**src/rtl/kfq_pkg.sv**
```systemverilog
package kfq_pkg;

    localparam int KEY_W = 7;
    localparam int EV_W  = KEY_W + 1;

    typedef struct packed {
        logic             pressed;
        logic [KEY_W-1:0] code;
    } key_ev_t;

    typedef enum logic [1:0] {
        PUSH_IDLE,
        PUSH_TAKE,
        PUSH_DROP,
        PUSH_MUTE
    } push_act_t;

    function automatic key_ev_t make_ev(input logic pressed, input logic [KEY_W-1:0] code);
        key_ev_t ev;
        ev.pressed = pressed;
        ev.code    = code;
        return ev;
    endfunction

endpackage

```
**src/rtl/kfq_store.sv**
```systemverilog
module kfq_store
    import kfq_pkg::*;
#(
    parameter int ADDR_W = 4
) (
    input  logic              clk,
    input  logic              wr_en,
    input  logic [ADDR_W-1:0] wr_addr,
    input  key_ev_t           wr_data,
    input  logic [ADDR_W-1:0] rd_addr [2],
    output key_ev_t           rd_data [2]
);
    localparam int DEPTH = 1 << ADDR_W;

    key_ev_t slots [DEPTH];

    always_ff @(posedge clk) begin
        if (wr_en) begin
            slots[wr_addr] <= wr_data;
        end
    end

    for (genvar p = 0; p < 2; p++) begin : g_rd
        assign rd_data[p] = slots[rd_addr[p]];
    end

endmodule

```
**src/rtl/kfq_ctrl.sv**
```systemverilog
module kfq_ctrl
    import kfq_pkg::*;
#(
    parameter int ADDR_W = 4
) (
    input  logic              clk,
    input  logic              rst,
    input  logic              clr,
    input  logic              push_en,
    input  logic              status_err,
    input  logic              pop_en,
    input  logic [ADDR_W-1:0] peek_idx,
    output logic [ADDR_W:0]   level,
    output logic              ovf,
    output logic              wr_en,
    output logic [ADDR_W-1:0] wr_addr,
    output logic [ADDR_W-1:0] pop_addr,
    output logic [ADDR_W-1:0] peek_addr,
    output logic              pop_valid,
    output logic              peek_valid,
    output logic              key_set,
    output logic              err_set
);
    localparam int DEPTH = 1 << ADDR_W;
    localparam logic [ADDR_W:0] FULL = (ADDR_W + 1)'(DEPTH);

    logic [ADDR_W-1:0] head;
    push_act_t         act;
    logic              pop_go;

    always_comb begin
        if (rst || clr || !push_en) begin
            act = PUSH_IDLE;
        end else if (status_err && ovf) begin
            act = PUSH_MUTE;
        end else if (level == FULL) begin
            act = PUSH_DROP;
        end else begin
            act = PUSH_TAKE;
        end
    end

    assign pop_valid  = level > (ADDR_W + 1)'(1);
    assign pop_go     = pop_en && pop_valid && !clr && !rst;
    assign peek_valid = {1'b0, peek_idx} < level;
    assign pop_addr   = head + ADDR_W'(1);
    assign peek_addr  = head + peek_idx;
    assign wr_addr    = head + level[ADDR_W-1:0];
    assign wr_en      = (act == PUSH_TAKE);
    assign key_set    = (act == PUSH_TAKE);
    assign err_set    = (act == PUSH_DROP);

    always_ff @(posedge clk) begin
        if (rst) begin
            head  <= '0;
            level <= '0;
            ovf   <= 1'b0;
        end else if (clr) begin
            head  <= '0;
            level <= '0;
        end else begin
            if (act == PUSH_DROP) begin
                ovf <= 1'b1;
            end
            if (pop_go) begin
                head <= head + ADDR_W'(1);
            end
            case ({wr_en, pop_go})
                2'b10:   level <= level + (ADDR_W + 1)'(1);
                2'b01:   level <= level - (ADDR_W + 1)'(1);
                default: level <= level;
            endcase
        end
    end

endmodule

```
**src/rtl/key_event_queue.sv**
```systemverilog
module key_event_queue
    import kfq_pkg::*;
#(
    parameter int ADDR_W = 4
) (
    input  logic              clk,
    input  logic              rst,
    input  logic              push_en,
    input  logic [KEY_W-1:0]  push_code,
    input  logic              push_press,
    input  logic              status_err_i,
    input  logic              pop_en,
    output logic [EV_W-1:0]   pop_data,
    input  logic [ADDR_W-1:0] peek_idx,
    output logic [EV_W-1:0]   peek_data,
    input  logic              cfg_clear,
    output logic [ADDR_W:0]   level,
    output logic              ovf_err,
    output logic              key_irq_set,
    output logic              err_irq_set
);
    logic              wr_en;
    logic [ADDR_W-1:0] wr_addr;
    logic [ADDR_W-1:0] rd_addr [2];
    key_ev_t           rd_data [2];
    logic              pop_valid;
    logic              peek_valid;

    kfq_ctrl #(.ADDR_W(ADDR_W)) ctrl_i (
        .clk        (clk),
        .rst        (rst),
        .clr        (cfg_clear),
        .push_en    (push_en),
        .status_err (status_err_i),
        .pop_en     (pop_en),
        .peek_idx   (peek_idx),
        .level      (level),
        .ovf        (ovf_err),
        .wr_en      (wr_en),
        .wr_addr    (wr_addr),
        .pop_addr   (rd_addr[0]),
        .peek_addr  (rd_addr[1]),
        .pop_valid  (pop_valid),
        .peek_valid (peek_valid),
        .key_set    (key_irq_set),
        .err_set    (err_irq_set)
    );

    kfq_store #(.ADDR_W(ADDR_W)) store_i (
        .clk     (clk),
        .wr_en   (wr_en),
        .wr_addr (wr_addr),
        .wr_data (make_ev(push_press, push_code)),
        .rd_addr (rd_addr),
        .rd_data (rd_data)
    );

    assign pop_data  = pop_valid  ? rd_data[0] : '0;
    assign peek_data = peek_valid ? rd_data[1] : '0;

endmodule

```
**config.mk**
```make
export PLATFORM = sky130hd
export DESIGN_NAME = key_event_queue
export DESIGN_NICKNAME = d
export VERILOG_FILES = /design/src/rtl/kfq_pkg.sv /design/src/rtl/kfq_store.sv /design/src/rtl/kfq_ctrl.sv /design/src/rtl/key_event_queue.sv
export SDC_FILE = /design/constraint.sdc
export NUM_CORES = 1
export LEC_CHECK = 0
export ABC_AREA = 1
export BUFFER_PORTS_ARGS = -buffer_cell sky130_fd_sc_hd__buf_4
export CORE_MARGIN = 2
export CORE_UTILIZATION = 50
export DETAILED_ROUTE_END_ITERATION = 12
export PLACE_DENSITY = 0.74
export SYNTH_ARGS = -nofsm -noshare
export SYNTH_HDL_FRONTEND = slang
export SYNTH_SLANG_ARGS = --single-unit
```
**constraint.sdc**
```tcl
create_clock -name clk -period 4.71 [get_ports clk]
set_input_delay 0.942 -clock clk [delete_from_list [all_inputs] [get_ports clk]]
set_output_delay 0.942 -clock clk [all_outputs]
set_load 0.1 [all_outputs]
```
==> flow_summary.toml <==
[power]
power.total_mw = 3.060
p_leak_nw = 3.591
power-per-cell-area_mw_per_mm2 = 358.1
vdd_drop_max_uv = 274.6

[cts]
cts.sinks = 138
cts_resized = 0
clock_latency_ns = 0.42
tritoncts.num_buffers = 17
cts_buffer_depth = 2
cts_tree = "done"
cts_max_level = 4
postCtsHoldBufs = 0
postCtsSetupBuffers = 0
root_buffer = "clkbuf_16"
clk_pin_slew_ns = 0.06

[sta]
max_freq_mhz = 237.6
setup_tns_ns = 0
rsz0062_at_grt = "false"
finalCritPeriodShare_pct = 89.35
finalHoldViolCount = 0
skew_ns = 0.01025
setup_viol = 0
relSlewSlack_pct = 28.87
setup_slack_ns = 0.5016
tightest_slew_ns = 1.063
slew_viol_final = 0
period_needed_ns = 4.208

[placement]
io_buffers = 41
place_ws_ns = 0.7216
gp_congestion = 0.8926
dp_hpwl_microns = 12460

[critical_path]
crit_buf_inv = 3
cp.arrival_ns = 3.27
slowest_delay_ns = 0.66
end_kind = "output pin"
worstPathRequired_ns = 3.77
ff2ff_setup_slack_ns = 1.18
path_delay_family = "adder cells"
start_kind = "flip-flop"
crit_fanout = 32
critical_path.cell_chain = "ha_2 > inv_1 > fa_1 > buf_4 > nand3_1 > nand2_1 > nand2_1 > nand2_1 > nand2_1 > nand2_1 > nor2_1 > buf_4"
path_common_cell = "nand2_1"
path_class = "reg2out"
crit_path_top_delay_cell = "dfxtp_2"

[final_layout]
area_growth_pct = 13.82
post_route_cells_drive_above_1_share_pct = 11.11
antennaDiodeCount = 0
fin_nets = 949

[global_routing]
grt_max_degree = 65
grt_pass1_wl_microns = 32750
track_usage_pct = 26.72
grt_overflow = 0
grt_pass1_vias = 6340
antenna_found_initial = 0

[drt]
vias = 6412
wl_per_cell_microns = 18.44
drt-pass1-iter-count = 8
ant_nets = 0
wl_microns = 20490
drc = 0
drt_iter0_markers = 835
drt-vias-per-instance = 5.771

[floorplan]
initial_core_util_pct = 51.46
die_w_microns = 126.5
die_y_microns = 126.5
core_area_sq_mm = 0.01459
row_count = 44
ioPinCount = 42
die-area_sq_mm = 0.01601

[synthesis]
synth_nets = 926
syn_inst = 891
synth.avg_cell_area_sq_um = 8.426
yosysWarningCount = 0
yosysUniqueCellTypes = 33
syn_area_sq_mm = 0.007507
synth-seq-area-share_pct = 53.87
ys_ff_latch = 138

[run_status]
status = "complete, no violations"

[min_path]
hold_path.class = "reg2reg"

[flow_run]
drv_cap = 0
-- placed cells by master (no fill, tap or decap), types with 3 or more instances in the layout --
cell type	instances
a21oi_1	42
buf_4	49
bufinv_16	4
clkbuf_16	17
clkinv_1	3
clkinv_2	4
dfxtp_1	9
edfxtp_1	128
ha_1	14
inv_1	33
inv_2	6
inv_6	3
nand2_1	368
nand3_1	156
nand3_2	6
nor2_1	43
o21ai_0	13
xnor2_1	3
-- state kept, by name, summed over array words and instances (netlist names) --
signal	count
store_i.slots	128
ctrl_i.head	4
ctrl_i.ovf	1
ctrl_i.level	5
-- report_power, final --
part           internal [mW]  switching, mW  leakage [nW]
combinational         0.0779          0.226          2.05
sequential              1.34        0.00378          1.23
clock                  0.886          0.525         0.305
-- cell families (layout without fill, tap and decap cells) --
group                    Yosys count  in the layout  synth area share, %
AND/OR/NAND/NOR                  578            578                32.30
flip-flops                       138            138                53.87
buffers and inverters             89            125                5.183
AO/OA/AOI/OAI                     62             62                4.350
adder cells (fa/ha/maj)           17             17                3.033
XOR/XNOR                           7              7                1.267
-- cell type report --
type                    count  area, sq um
clock inverters            15        195.2
well taps                 184        230.2
inverters                  42        160.2
multi-input cells         664         3080
flip-flops and latches    138         4045
clock buffers              17        425.4
fillers                  1244         6045
repair buffers             51        407.9
-- per-stage QoR --
stage	cell area, sq um	cells	utilization, %	hold WS, ns
finish	8544	1111	58.57	0.5055
global route	8544	1111	58.57	0.5472
CTS	8544	1111	58.57	0.5044
detailed placement	7924	1079	54.31	0.4947
global placement	7924	1079	54.31	0.4764
floorplan	7511	891	-	0.5298
-- cell usage after synthesis --
library cell / n / area, sq um
xor2_4: 1 / 27.53
or2_1: 1 / 6.260
o31ai_1: 2 / 15.01
clkbuf_1: 16 / 60.06
ha_1: 15 / 187.7
dfxtp_1: 10 / 200.2
nor2_4: 1 / 11.26
clkinv_1: 1 / 3.750
edfxtp_1: 128 / 3844
a21oi_1: 43 / 215.2
o21ai_0: 13 / 65.06
nand2_1: 368 / 1381
xor2_2: 1 / 16.27
a21o_1: 1 / 7.510
nand4_1: 2 / 12.51
o21bai_1: 1 / 7.510
o221ai_1: 1 / 8.760
xnor2_1: 3 / 26.28
nand2_4: 1 / 11.26
inv_2: 6 / 22.52
buf_6: 2 / 22.52
nand3_1: 156 / 780.8
buf_1: 1 / 3.750
a211oi_1: 1 / 7.510
xnor2_2: 1 / 16.27
nand3_2: 6 / 60.06
buf_4: 1 / 7.510
inv_1: 34 / 127.6
inv_4: 1 / 6.260
nor2_1: 43 / 161.4
buf_2: 27 / 135.1
xor2_1: 1 / 8.760
fa_1: 2 / 40.04
-- path summary, 6_finish.rpt --
path                                startpoint                   to  cells past startpoint
worst max-delay path            ctrl_i.head[0]         peek_data[4]                     12
worst min-delay path                ctrl_i.ovf           ctrl_i.ovf                      2
worst max register to register  ctrl_i.head[0]  store_i.slots[4][5]                      6
worst min register to register      ctrl_i.ovf           ctrl_i.ovf                      2
-- worst reg2reg max path: cells and delay by family (launching register included) --
kind | cells | cell delay (ns)
flops | 1 | 0.66
simple gates | 2 | 0.96
buf+inv | 2 | 0.72
fa+ha+maj | 2 | 0.80
-- layer usage --
| metal | share of wire (%) | vias to the layer above | track usage [%] |
|---|---|---|---|
| li1 | - | 3025 | - |
| met1 | 38 | 2922 | 34.32 |
| met2 | 47 | 401 | 43.28 |
| met3 | 12 | 64 | 6.200 |
| met4 | 3.4 | 0 | 12.22 |
| met5 | 0 | - | 0 |
(Power assumes the default switching activity.)
